===== src/rtl/irq_router_pkg.sv =====
package irq_router_pkg;
   // widths of the device/function code fields
   localparam int FUNC_BITS  = 3;
   // reset value of every routing byte: pin disconnected
   localparam logic [7:0] ROUTE_OFF = 8'h80;
endpackage


===== src/rtl/irq_slot_swizzle.sv =====
module irq_slot_swizzle
   import irq_router_pkg::*;
#(
   parameter int DEVFN_W   = 8,
   parameter int NUM_PINS  = 4,
   parameter int FIXA_SLOT = 10,
   parameter int FIXA_PIN  = 3,
   parameter int FIXB_LO   = 11,
   parameter int FIXB_HI   = 12,
   parameter int FIXB_PIN  = 0,
   parameter int ROT_BASE  = 18,
   localparam int PIN_W    = $clog2(NUM_PINS),
   localparam int SLOT_W   = DEVFN_W - FUNC_BITS
) (
   input  logic [DEVFN_W-1:0] devfn,
   input  logic [PIN_W-1:0]   pin_in,
   output logic [PIN_W-1:0]   pin_out
);
   logic [SLOT_W-1:0] slot;
   int                slot_i;

   always_comb begin
      slot   = devfn[DEVFN_W-1:FUNC_BITS];
      slot_i = int'(slot);
      if (slot_i == FIXA_SLOT)
         pin_out = PIN_W'(FIXA_PIN);
      else if (slot_i >= FIXB_LO && slot_i <= FIXB_HI)
         pin_out = PIN_W'(FIXB_PIN);
      else if (slot_i >= ROT_BASE && slot_i < ROT_BASE + NUM_PINS)
         pin_out = PIN_W'(slot_i - ROT_BASE) + pin_in;
      else
         pin_out = pin_in;
   end
endmodule


===== src/rtl/irq_route_regs.sv =====
module irq_route_regs
   import irq_router_pkg::*;
#(
   parameter int NUM_PINS = 4,
   parameter int ROUTE_W  = 8,
   localparam int SEL_W   = $clog2(NUM_PINS)
) (
   input  logic                         clk,
   input  logic                         rst_n,
   input  logic                         we,
   input  logic [SEL_W-1:0]             sel,
   input  logic [ROUTE_W-1:0]           wdata,
   output logic [ROUTE_W-1:0]           rdata,
   output logic [NUM_PINS*ROUTE_W-1:0]  route_flat
);
   logic [ROUTE_W-1:0] route_q [NUM_PINS];

   for (genvar p = 0; p < NUM_PINS; p++) begin : g_byte
      always_ff @(posedge clk or negedge rst_n) begin
         if (!rst_n)
            route_q[p] <= ROUTE_W'(ROUTE_OFF);
         else if (we && sel == SEL_W'(p))
            route_q[p] <= wdata;
      end
      assign route_flat[p*ROUTE_W +: ROUTE_W] = route_q[p];
   end

   assign rdata = route_q[sel];
endmodule


===== src/rtl/irq_line_merge.sv =====
module irq_line_merge #(
   parameter int NUM_PINS  = 4,
   parameter int NUM_LINES = 16,
   parameter int ROUTE_W   = 8
) (
   input  logic                         clk,
   input  logic                         rst_n,
   input  logic [NUM_PINS-1:0]          pin_lvl,
   input  logic [NUM_PINS*ROUTE_W-1:0]  route_flat,
   output logic [NUM_LINES-1:0]         line_q
);
   logic [NUM_LINES-1:0] line_d;

   for (genvar l = 0; l < NUM_LINES; l++) begin : g_line
      always_comb begin
         line_d[l] = 1'b0;
         for (int p = 0; p < NUM_PINS; p++) begin
            if (pin_lvl[p] && route_flat[p*ROUTE_W +: ROUTE_W] == ROUTE_W'(l))
               line_d[l] = 1'b1;
         end
      end
   end

   always_ff @(posedge clk or negedge rst_n) begin
      if (!rst_n) line_q <= '0;
      else        line_q <= line_d;
   end
endmodule


===== src/rtl/irq_swizzle_router.sv =====
module irq_swizzle_router
   import irq_router_pkg::*;
#(
   parameter int NUM_DEV   = 4,
   parameter int NUM_PINS  = 4,
   parameter int NUM_LINES = 16,
   parameter int DEVFN_W   = 8,
   parameter int ROUTE_W   = 8,
   localparam int PIN_W    = $clog2(NUM_PINS),
   localparam int SEL_W    = $clog2(NUM_PINS)
) (
   input  logic                       clk,
   input  logic                       rst_n,
   input  logic [NUM_DEV*DEVFN_W-1:0] dev_devfn,
   input  logic [NUM_DEV*PIN_W-1:0]   dev_pin,
   input  logic [NUM_DEV-1:0]         dev_level,
   input  logic                       cfg_we,
   input  logic [SEL_W-1:0]           cfg_sel,
   input  logic [ROUTE_W-1:0]         cfg_wdata,
   output logic [ROUTE_W-1:0]         cfg_rdata,
   output logic [NUM_LINES-1:0]       line_q
);
   if (NUM_PINS != (1 << PIN_W)) begin : g_chk_pins
      $error("NUM_PINS must be a power of two for the rotation");
   end
   if (NUM_LINES > (1 << ROUTE_W)) begin : g_chk_lines
      $error("NUM_LINES exceeds what a routing byte can select");
   end
   if (DEVFN_W <= FUNC_BITS) begin : g_chk_devfn
      $error("DEVFN_W leaves no slot field");
   end

   logic [PIN_W-1:0]            bridge_pin [NUM_DEV];
   logic [NUM_PINS-1:0]         bridge_lvl;
   logic [NUM_PINS*ROUTE_W-1:0] route_flat;

   for (genvar d = 0; d < NUM_DEV; d++) begin : g_dev
      irq_slot_swizzle #(
         .DEVFN_W  (DEVFN_W),
         .NUM_PINS (NUM_PINS)
      ) u_swz (
         .devfn   (dev_devfn[d*DEVFN_W +: DEVFN_W]),
         .pin_in  (dev_pin[d*PIN_W +: PIN_W]),
         .pin_out (bridge_pin[d])
      );
   end

   always_comb begin
      bridge_lvl = '0;
      for (int d = 0; d < NUM_DEV; d++) begin
         for (int p = 0; p < NUM_PINS; p++) begin
            if (dev_level[d] && bridge_pin[d] == PIN_W'(p))
               bridge_lvl[p] = 1'b1;
         end
      end
   end

   irq_route_regs #(
      .NUM_PINS (NUM_PINS),
      .ROUTE_W  (ROUTE_W)
   ) u_regs (
      .clk        (clk),
      .rst_n      (rst_n),
      .we         (cfg_we),
      .sel        (cfg_sel),
      .wdata      (cfg_wdata),
      .rdata      (cfg_rdata),
      .route_flat (route_flat)
   );

   irq_line_merge #(
      .NUM_PINS  (NUM_PINS),
      .NUM_LINES (NUM_LINES),
      .ROUTE_W   (ROUTE_W)
   ) u_merge (
      .clk        (clk),
      .rst_n      (rst_n),
      .pin_lvl    (bridge_lvl),
      .route_flat (route_flat),
      .line_q     (line_q)
   );
endmodule


===== config.mk =====
export PLATFORM = sky130hd
export DESIGN_NAME = irq_swizzle_router
export DESIGN_NICKNAME = d
export VERILOG_FILES = /design/src/rtl/irq_router_pkg.sv /design/src/rtl/irq_slot_swizzle.sv /design/src/rtl/irq_route_regs.sv /design/src/rtl/irq_line_merge.sv /design/src/rtl/irq_swizzle_router.sv
export SDC_FILE = /design/constraint.sdc
export NUM_CORES = 1
export LEC_CHECK = 0
export CAP_MARGIN = 40
export CORE_MARGIN = 2
export CORE_UTILIZATION = 40
export CTS_CLUSTER_SIZE = 10
export DETAILED_ROUTE_END_ITERATION = 8
export GPL_TIMING_DRIVEN = 0
export PLACE_DENSITY = 0.65
export SYNTH_ARGS = -nofsm -noshare
export SYNTH_HDL_FRONTEND = slang
export SYNTH_HIERARCHICAL = 1
export SYNTH_SLANG_ARGS = --single-unit

===== constraint.sdc =====
create_clock -name clk -period 3.12 [get_ports clk]
set_clock_uncertainty 0.05 [all_clocks]
set_input_delay 0.624 -clock clk [delete_from_list [all_inputs] [get_ports clk]]
set_output_delay 0.624 -clock clk [all_outputs]
set_load 0.03 [all_outputs]

=== After elaboration in Yosys (flattened, before gate mapping) ===
Index checks and enable logic that the tools add are counted.

* Bits in registers: 48
* Bits in latches: 0
* RAM bits: 0
* ROM bits: 0
* Input bits: 57
* Output and inout port bits: 24
* Memories: 0

* Add/subtract/negate cells: 8
* $mul: 0
* Div/mod/pow operators: 0
* Magnitude comparators: 17
* Equal/unequal tests: 79
* Shift operators: 0
* Muxes and demuxes: 95
* Bitwise operators: 1
* Reductions and logical operators: 101

{| class="wikitable"
|+ Operator list
! cell !! count
|-
| equality test 8 x 4 -> 1 bit (second input constant) || 32
|-
| equality test 8 x 3 -> 1 bit (second input constant) || 16
|-
| logical AND 1 bit || 92
|-
| 2-to-1 mux 1 bit || 80
|-
| equality test 8 x 2 -> 1 bit (second input constant) || 8
|-
| equality test 8 x 1 -> 1 bit (second input constant) || 4
|-
| zero test 8 bit || 4
|-
| 2-to-1 mux 2 bit || 12
|-
| equality test 2 bit (second input constant) || 10
|-
| equality test 5 bit (second input constant) || 4
|-
| greater-or-equal comparator 5 x 4 -> 1 bit (second input constant) || 4
|-
| greater-or-equal comparator 5 bit (second input constant) || 4
|-
| <= comparator 5 x 4 -> 1 bit (second input constant) || 4
|-
| < comparator 5 bit (second input constant) || 4
|-
| binary-select mux 8 bit (select 2 bit) || 1
|-
| 2-to-1 mux 8 bit || 2
|-
| equality test 2 x 1 -> 1 bit (second input constant) || 5
|-
| zero test 2 bit || 5
|-
| adder 2 bit || 4
|-
| subtractor 2 bit (second input constant) || 4
|-
| greater-or-equal comparator 3 bit (second input constant) || 1
|-
| NOT 2 -> 3 bit || 1
|}

=== Depth between registers and ports, before layout ===
Gate-level depths: netlist of run 1.

* Word-level depth: 16
* Mapped depth: 11
* Gate-level depth less buffers: 11

=== By module ===
The synthesis of run 1 kept the hierarchy.

{| class="wikitable"
|+ By module, submodules not included
! module !! instances !! cells each !! area an instance (µm²)
|-
| irq_route_regs || 1 || 78 || 1431.4
|-
| irq_line_merge || 1 || 104 || 1058.5
|-
| irq_slot_swizzle || 4 || 33 || 262.8
|-
| irq_swizzle_router || 1 || 20 || 135.1
|}

=== Worst setup path before layout of run 1 ===
No wires, ideal clock.

* Path kind: in2reg
* From: input dev_devfn[19]
* To: register u_merge.line_q[15]
* Library setup time: 139 ps
* Arrival: 2613 ps
* Slack: 318 ps
* Stages: 10
* Buffers on the path: 0
* Cells stage by stage: ha_1 and4bb_1 a2111oi_2 a21oi_1 o221a_1 nor3b_1 or4_1 and3_1 a22oi_1 o221ai_1

{| class="wikitable"
|+ RTL lines
! what !! RTL line !! RTL
|-
| start: declaration || irq_swizzle_router.sv:14 || <nowiki>input logic [NUM_DEV*DEVFN_W-1:0] dev_devfn,</nowiki>
|-
| end signal: assignment || irq_line_merge.sv:26 || <nowiki>else line_q <= line_d;</nowiki>
|-
| end: declaration || irq_line_merge.sv:10 || <nowiki>output logic [NUM_LINES-1:0] line_q</nowiki>
|}

=== Worst setup path in the final report of run 1 ===
* From: input cfg_sel[0]
* To: output cfg_rdata[7]

* Word-level cells in the longest chain between the ends: 4

{| class="wikitable"
|+ RTL lines
! what !! RTL line !! RTL
|-
| start: declaration || irq_swizzle_router.sv:18 || <nowiki>input logic [SEL_W-1:0] cfg_sel,</nowiki>
|-
| NOT 2 -> 3 bit (not written as such) || irq_route_regs.sv:28 || <nowiki>assign rdata = route_q[sel];</nowiki>
|-
| binary-select mux 8 bit (select 2 bit) || irq_route_regs.sv:28 ||
|-
| 2-to-1 mux 8 bit (not written as such) (2 in a row) || irq_route_regs.sv:28 ||
|-
| end: declaration || irq_swizzle_router.sv:20 || <nowiki>output logic [ROUTE_W-1:0] cfg_rdata,</nowiki>
|}

Every way passes these cells. The select of a mux whose other input is x is not followed.

==> flow_summary_export.csv, run 1 <==
group,metric,value,unit
run_status,status,"finished, final reports clean",
min_path,hold_path.class,"input port to asynchronous set/reset pin",
synthesis,netlist_instances,334,
placed_design,port_buffers,56,
clock_tree,clock_latency,310,ps
placed_design,dp_hpwl,6.78,mm
placed_design,place.gp.congestion,0.908,
detailed_routing,detail_route.vias_per_cell,6.15,
worst_setup_path,crit_required,2450,ps
worst_setup_path,slowest_stage,"mux4_1",
clock_tree,hold_buffers,0,
synthesis,synth_area,3680,um^2
synthesis,async_reset_ff_share,100,%
global_route,grt_pass1_wl,14.3,mm
final_layout,antenna_cells,0,
synthesis,ys_seq_area_share,32.8,%
power,vdd_drop_max,0.000171,V
global_route,grt-ovfl-total,0,
timing,hold_violations,0,
die,die-area,9970,um^2
global_route,grt_usage,17.8,%
clock_tree,clk_pin_slew,90,ps
flow_run,max-cap-violations,0,
timing,slew_viol_final,0,
global_route,grt_antenna_before_repair,0,
synthesis,synth_top_area_share,30.0,%
synthesis,synth.distinct_cells,53,
worst_setup_path,cp.arrival,2360,ps
global_route,grt_pass1_vias,2957,
clock_tree,cts_buffer_depth,2,
die,dieHeight,99.9,um
final_layout,nets,461,
final_layout,area_growth,26.8,%
synthesis,synth.area.top_cells,"dfrtp_1, mux2_2, a22oi_1",
worst_setup_path,path_cells,"clkdlybuf4s50_1 -> buf_6 -> mux4_1 -> dlygate4sd2_1",
clock_tree,cts_tree,"built",
power,p_per_area,403,nW/um^2
detailed_routing,routed_wl,9.11,mm
clock_tree,numCtsBuffers,5,
die,ioPinCount,81,
detailed_routing,dr_total_vias,3130,
timing,worstMarginPinSlew,588,ps
timing,period_needed,3030,ps
die,floorplan.initialDensity,41.7,%
worst_setup_path,crit_path_start_kind,"input port",
clock_tree,clock-root-buffer,"clkbuf_8",
worst_setup_path,criticalPathCategory,"input port to primary output",
detailed_routing,drt_iter0_drc,158,
die,fp.coreArea,8810,um^2
timing,slew_headroom,60.8,%
clock_tree,clock_sinks,48,
final_layout,fin_cells,509,
power,p_leak,1.88,nW
worst_setup_path,crit_path_max_fanout,10,
synthesis,synthesis.nets,395,
worst_setup_path,crit_buf_inv,3,
worst_setup_path,crit_family,"buffers and inverters",
worst_setup_path,cp-end-kind,"primary output",
detailed_routing,post-route-drc-count,0,
detailed_routing,drt_pass1_iterations,4,
final_layout,drive_above_1_share,28.4,%
timing,rsz0062_at_grt,"no",
detailed_routing,ant_nets,0,
timing,tns,0,ps
synthesis,yosys_warnings,6,
die,rows,34,
timing,timing.fmax,330,MHz
clock_tree,ctsHtreeMaxLevel,2,
worst_setup_path,slowest_delay,580,ps
synthesis,synth_edf_count,0,
timing,timing.final.crit_share,97.2,%
synthesis,avgSynthCellArea,11.0,um^2
final_layout,n_fill_cell,767,
detailed_routing,post_drt_wl_per_cell,17.9,um
placed_design,dp.cells,499,
synthesis,synth-main-ff-cell,"dfrtp_1",
die,die_x,99.9,um
global_route,grt_max_degree,26,
synthesis,ys_ff_latch,48,
timing,finalSetupViolCount,0,
synthesis,synth_top_area_cell,"dfrtp_1",
==> path summary, 6_finish.rpt <==
path	start	slack (ps)	endpoint	depth (start not counted)
max	cfg_sel[0]	90	cfg_rdata[7]	4
min	rst_n	260	u_regs/route_flat[3]	1
max reg2reg	u_regs/route_flat[5]	1370	u_merge/line_q[13]	4
min reg2reg	u_regs/route_flat[30]	500	u_regs/route_flat[30]	1
max in group asynchronous	rst_n	2170	u_regs/route_flat[7]	2
min in group clk	u_regs/route_flat[30]	500	u_regs/route_flat[30]	1
==> metrics by stage <==
stage / power [mW] / hold WS [ps] / worst slack [ps] / area, um^2 / util (%)
after floorplan: 1.23 / 278 / 318 / 3680 / -
after global placement: 1.45 / 460 / -578 / 4370 / 49.6
after detailed placement: 1.47 / 478 / -689 / 4390 / 49.9
after CTS: 1.86 / 284 / 6.54 / 4550 / 51.7
after global routing: 1.97 / 307 / 37.5 / 4660 / 52.9
final: 1.88 / 261 / 87.3 / 4660 / 52.9
==> routing by layer <==
layer / wire length, um / vias to the layer above / GRT usage, %
li1: - / 1477 / -
met1: 4020 / 1527 / 23.9
met2: 4450 / 108 / 29.9
met3: 498 / 18 / 2.79
met4: 143 / 0 / 4.85
met5: 0 / - / 0
==> worst register-to-register path: stages (launching register included) <==
cell      delay [ps]
dfrtp_1          400
or4_4            600
nor2_1           320
a22oi_1          160
o221ai_1         100
==> kinds of logic after synthesis <==
kind of cell	after synthesis	share of synthesized area [%]
xor gates and xnor gates	4	0.953
adders and majority gates	4	1.36
buffers and inverters	23	5.07
and+or+nand+nor	126	25.6
DFF	48	32.8
muxes	48	17.2
AOI/OAI and AO/OA	81	17.1
==> timing repair <==
item                       CTS  global route
setup endpoints to repair   24            16
resized for setup           24            22
setup buffers                0             2
pin swaps                    2             9
==> synthesized netlist by cell type (5+ instances only) <==
cell and n:
dfrtp_1 44, mux2_2 32, nand2_1 22, a22oi_1 16, nand3b_1 16, o21ai_0 16
nand2b_1 11, buf_6 10, nor2_1 10, o221ai_1 10, a21oi_1 8, and4bb_1 8
mux2i_1 8, nand3_1 7, nor3b_1 7, mux4_2 5, nor3b_4 5, nor4b_1 5
==> placed cells by master, fill, tap and decap left out, drive strengths merged, types with 9 or more instances in the layout <==
master,Yosys,final
clkdlybuf4s50,0,33
o221ai,10,10
nand2,22,22
inv,8,9
buf,14,18
dlymetal6s2s,0,11
nand3b,18,18
a22oi,16,16
o21ai,16,16
dlygate4sd2,0,11
nor2,10,10
dfrtp,44,44
nor3b,16,16
nand2b,11,11
mux2,32,32
==> sequential cells by signal, indices dropped and copies added (netlist names) <==
| name | flops |
|---|---|
| u_merge/line_q | 16 |
| u_regs/route_flat | 32 |
==> final cells by class <==
cell class	instances	area (um^2)	area share (%)
Inverter	8	40.0	0.859
Buffer	15	146	3.14
Sequential cell	48	1210	25.9
Tap cell	108	135	2.90
Timing Repair Buffer	59	612	13.1
Clock inverter	2	13.8	0.295
Multi-Input combinational cell	263	2430	52.0
Clock buffer	6	82.6	1.77
==> report_power, final <==
group	internal (mW)	total (mW)	switching [mW]
Clock	0.181	0.398	0.216
Sequential	0.714	0.836	0.122
Combinational	0.315	0.645	0.330
No activity file was read; power rests on OpenSTA's default activity.
==> run 2: changes to the inputs <==
--- a/config.mk
+++ b/config.mk
@@ -10,7 +10,6 @@
 export CORE_UTILIZATION = 40
 export CTS_CLUSTER_SIZE = 10
 export DETAILED_ROUTE_END_ITERATION = 8
-export GPL_TIMING_DRIVEN = 0
 export PLACE_DENSITY = 0.65
 export SYNTH_ARGS = -nofsm -noshare
 export SYNTH_HDL_FRONTEND = slang
==> run 2 against run 1 <==
Compared with the run above: register-to-register slack is essentially flat; die area is the same; highest routed layer unchanged; worst setup slack gained 7.1 ps; sequential power grew 0.6%; critical endpoint is now u_merge/line_q[3]; via count grew 4.5%.
==> flow_summary_export.csv, run 2 (synthesis results as in run 1) <==
group,metric,value,unit
run_status,status,"finished, final reports clean",
worst_setup_path,criticalPathCategory,"input port to flop",
clock_tree,clock-root-buffer,"clkbuf_8",
final_layout,fin_cells,552,
worst_setup_path,crit_required,3230,ps
placed_design,dp_hpwl,7.26,mm
final_layout,utilization,56.8,%
timing,worstMarginPinSlew,589,ps
timing,hold_violations,0,
clock_tree,ctsHtreeMaxLevel,2,
worst_setup_path,path_cells,"clkdlybuf4s50_1 -> buf_4 -> inv_4 -> nor4b_1 -> o32ai_1 -> o221a_1 -> nor3b_1 -> or4_4 -> and3_1 -> a22oi_1 -> o311ai_2",
placed_design,dp.cells,543,
final_layout,drive_above_1_share,33.6,%
final_layout,final_common_cell,"buf_4",
final_layout,seqCellArea,1210,um^2
worst_setup_path,slowest_delay,510,ps
timing,finalSetupViolCount,0,
final_layout,nets,505,
clock_tree,clock_latency,300,ps
final_layout,most-common-layout-cells,"buf_4, clkdlybuf4s50_1, dfrtp_1",
clock_tree,clock_sinks,48,
detailed_routing,wl_met3,465,um
detailed_routing,post_drt_wl_per_cell,17.1,um
power,p_leak,2.07,nW
final_layout,area_growth,36.1,%
detailed_routing,detail_route.vias_per_cell,5.92,
power,vdd_drop_max,0.000192,V
flow_run,max-cap-violations,0,
timing,period_needed,3030,ps
worst_setup_path,slowest_stage,"or4_4",
timing,slew_headroom,60.7,%
clock_tree,cts_buffer_depth,2,
detailed_routing,wl_met1,4.21,mm
global_route,grt_pass1_wl,15.1,mm
global_route,grt_pass1_vias,3129,
final_layout,antenna_cells,0,
worst_setup_path,cp.arrival,3140,ps
final_layout,largest_reg_flops,32,
die,die_x,99.9,um
worst_setup_path,crit_path_max_fanout,6,
die,die-area,9970,um^2
final_layout,n_fill_cell,768,
worst_setup_path,crit_path_start_kind,"input port",
timing,slew_viol_final,0,
global_route,grt-ovfl-total,0,
global_route,grt_usage,18.6,%
die,floorplan.initialDensity,41.7,%
detailed_routing,drt_pass1_iterations,5,
die,rows,34,
clock_tree,clk_pin_slew,90,ps
clock_tree,cts_tree,"built",
min_path,hold_path.class,"input port to asynchronous set/reset pin",
detailed_routing,wl_met2,4.61,mm
detailed_routing,routed_wl,9.44,mm
placed_design,place.gp.congestion,0.883,
detailed_routing,post-route-drc-count,0,
power,p_per_area,407,nW/um^2
detailed_routing,drt_iter0_drc,114,
detailed_routing,ant_nets,0,
detailed_routing,topRoutingLayerUsed,"met4",
timing,timing.final.crit_share,97.0,%
worst_setup_path,crit_buf_inv,3,
clock_tree,numCtsBuffers,5,
worst_setup_path,crit_family,"compound AO/OA/AOI/OAI gates",
placed_design,port_buffers,68,
die,ioPinCount,81,
timing,timing.fmax,331,MHz
die,fp.coreArea,8810,um^2
global_route,grt_antenna_before_repair,0,
die,dieHeight,99.9,um
power,design_power_total,2.04,mW
clock_tree,hold_buffers,0,
global_route,grt_max_degree,26,
final_layout,multi_input_area,2410,um^2
worst_setup_path,cp-end-kind,"flop",
detailed_routing,dr_total_vias,3270,
[run 2: cell count changes in the layout (fill, tap and decap cells not counted), moves of 2 or more]
cell             delta
bufinv_16           +2
dlygate4sd2_1       -5
buf_6              -10
buf_4              +47
clkdlybuf4s50_1    +13
[run 2: path summary, 6_finish.rpt]
check	startpoint	endpoint	slack [ps]	depth (start not counted)
min	rst_n	u_regs/route_flat[0]	270	1
max	dev_devfn[5]	u_merge/line_q[3]	90	11
min reg2reg	u_regs/route_flat[21]	u_regs/route_flat[21]	500	1
max reg2reg	u_regs/route_flat[5]	u_merge/line_q[1]	1380	4
min in group clk	u_regs/route_flat[21]	u_regs/route_flat[21]	500	1
max in group asynchronous	rst_n	u_regs/route_flat[19]	2230	2
[run 2: routing by layer]
layer	vias to the layer above	GRT usage [%]
met1	1581	25.2
met3	22	2.23
met2	99	31.8
met4	0	4.74
met5	-	0
li1	1568	-
[run 2: timing repair]
item                                    in CTS  in global routing
gates cloned                                 0                  0
endpoints found under the setup margin      18                 17
pin swaps                                    2                  7
setup buffers                                0                  2
gates resized for setup                     12                 24
[run 2: worst register-to-register path, cell delays in order (launching register included)]
cell and delay [ps]:
dfrtp_1 410, or4_4 610, nor3_2 280, a22oi_1 150, o311ai_1 120
[run 2: final cells by class]
class / count / share of cell area [%]
Sequential cell: 48 / 24.1
Clock buffer: 5 / 1.38
Clock inverter: 2 / 1.20
Multi-Input combinational cell: 263 / 48.1
Tap cell: 108 / 2.70
Inverter: 8 / 0.800
Timing Repair Buffer: 118 / 21.7
[run 2: stage by stage]
stage	TNS [ps]	hold slack [ps]	cell area [um^2]	setup WS, ps
finish	0	270	5000	94.4
global route	-21.6	304	5000	-13.5
CTS	0	283	4880	0.635
detailed placement	-6730	484	4720	-472
global placement	-5830	472	4690	-405
floorplan	0	278	3680	318
[run 2: power breakdown]
part | switching, mW | internal [mW]
sequential | 0.127 | 0.714
combinational | 0.329 | 0.356
clock | 0.196 | 0.315
total | 0.651 | 1.38
==> run 3: changes to the inputs <==
--- a/config.mk
+++ b/config.mk
@@ -6,7 +6,7 @@
 export NUM_CORES = 1
 export LEC_CHECK = 0
 export CAP_MARGIN = 40
-export CORE_MARGIN = 2
+export CORE_MARGIN = 3
 export CORE_UTILIZATION = 40
 export CTS_CLUSTER_SIZE = 10
 export DETAILED_ROUTE_END_ITERATION = 8
==> run 3 against run 2 <==
Compared with the run above: count of clock-buffer cells in the layout did not move; critical path type unchanged; largest cell class unchanged; sequential share of layout area barely moved; fmax barely moved; cell area fell by 0.13%.
==> flow_summary_export.csv, run 3 (synthesis results as in run 1) <==
group,metric,value,unit
run_status,status,"finished, final reports clean",
detailed_routing,ant_nets,0,
power,design_power_total,1.88,mW
clock_tree,clock_latency,290,ps
worst_setup_path,criticalPathCategory,"input port to flop",
timing,slew_headroom,61.5,%
timing,finalSetupViolCount,0,
clock_tree,numCtsBuffers,5,
global_route,grt_max_degree,26,
timing,slew_viol_final,0,
clock_tree,clock_sinks,48,
timing,hold_violations,0,
worst_setup_path,crit_path_start_kind,"input port",
final_layout,antenna_cells,0,
detailed_routing,drt_iter0_drc,137,
clock_tree,cts_buffer_depth,2,
worst_setup_path,cp-end-kind,"flop",
placed_design,placed_area,4740,um^2
global_route,grt_pass1_wl,15.1,mm
die,floorplan.initialDensity,41.7,%
die,die-area,10400,um^2
detailed_routing,routed_wl,9.58,mm
worst_setup_path,r2r-end,"u_merge/line_q[2]",
placed_design,place.gp.congestion,1.04,
min_path,hold_path.class,"input port to asynchronous set/reset pin",
placed_design,dp_hpwl,7.24,mm
final_layout,drive_above_1_share,33.9,%
die,rows,34,
detailed_routing,post_drt_wl_per_cell,17.3,um
power,p_leak,2.10,nW
timing,fin_hold_ws,263,ps
worst_setup_path,crit_start,"dev_devfn[11]",
worst_setup_path,r2r_setup_slack,1330,ps
worst_setup_path,setup.worst_path.end,"u_merge/line_q[9]",
final_layout,final_common_cell,"buf_4",
worst_setup_path,crit_path_max_fanout,6,
timing,timing.final.crit_share,97.0,%
detailed_routing,dr_total_vias,3303,
power,p_per_area,376,nW/um^2
power,vdd_drop_max,0.000182,V
worst_setup_path,rr_worst_depth,4,
clock_tree,ctsHtreeMaxLevel,2,
final_layout,most-common-layout-cells,"buf_4, clkdlybuf4s50_1, dfrtp_1",
clock_tree,hold_buffers,0,
timing,timing.fmax,331,MHz
global_route,grt_antenna_before_repair,0,
die,fp.coreArea,8810,um^2
final_layout,final_area,5000,um^2
global_route,grt_pass1_vias,3135,
global_route,grt_usage,18.0,%
worst_setup_path,crit_required,3210,ps
timing,period_needed,3030,ps
global_route,grt-ovfl-total,0,
detailed_routing,post-route-drc-count,0,
detailed_routing,drt_pass1_iterations,5,
timing,tns,0,ps
clock_tree,cts_tree,"built",
clock_tree,clk_pin_slew,90,ps
die,dieHeight,102,um
timing,worstMarginPinSlew,578,ps
die,die_x,102,um
clock_tree,post-cts-setup-buffer-count,0,
clock_tree,clock-root-buffer,"clkbuf_8",
die,ioPinCount,81,
flow_run,max-cap-violations,0,
detailed_routing,detail_route.vias_per_cell,5.96,
final_layout,area_growth,36.0,%
worst_setup_path,rr_startpoint,"u_regs/route_flat[21]",
placed_design,port_buffers,68,
final_layout,largest_reg_flops,32,
final_layout,nets,507,
worst_setup_path,cp.arrival,3110,ps
## run 3: cell type report
| cell class | count | area (um^2) |
|---|---|---|
| clock buffers | 5 | 68.8 |
| flip-flops and latches | 48 | 1210 |
| repair buffers | 120 | 1120 |
| inverters | 8 | 40.0 |
| fillers | 752 | 3810 |
| clock inverters | 2 | 12.5 |
| well taps | 108 | 135 |
| multi-input cells | 263 | 2420 |
## run 3: layer usage
| layer | part of all wire [%] | GRT usage, % |
|---|---|---|
| met5 | 0 | 0 |
| met4 | 1.1 | 4.24 |
| met3 | 5.7 | 2.73 |
| met2 | 48 | 29.4 |
| met1 | 45 | 25.5 |
## run 3: worst max-delay path, stage by stage
cell,delay (ps)
clkdlybuf4s50_1,530
ha_4,180
and4bb_1,220
a2111oi_2,280
a21oi_1,70
o221a_1,170
nand3b_1,110
o2111ai_1,200
and3b_1,330
a22oi_1,220
o221ai_1,170
## run 3: how the worst min path moves through the flow
stage                          startpoint  cells after the start  slack [ps]                     to
floorplan                           rst_n                      0         280      u_merge/line_q[0]
global route                        rst_n                      1         300      u_merge/line_q[3]
detailed placement  u_regs/route_flat[21]                      1         480  u_regs/route_flat[21]
finish                              rst_n                      1         260      u_merge/line_q[3]
CTS                                 rst_n                      1         280      u_merge/line_q[3]
global placement    u_regs/route_flat[21]                      1         460  u_regs/route_flat[21]
## run 3: metrics by stage
step	util (%)	setup WS (ps)	cells
floorplan	-	318	334
global placement	53.5	-369	546
detailed placement	53.8	-422	547
CTS	54.9	1.64	554
global route	56.8	-53.2	554
finish	56.8	94.9	554
## run 3: what timing repair did
item	CTS	global route
pin swaps	2	8
endpoints found under the setup margin	16	20
resized for setup	3	36
## run 3: power breakdown
part	leakage, nW	switching [mW]	total [mW]	internal (mW)
Sequential	0.596	0.121	0.835	0.714
Clock	0.0400	0.197	0.349	0.152
Combinational	1.46	0.330	0.694	0.364
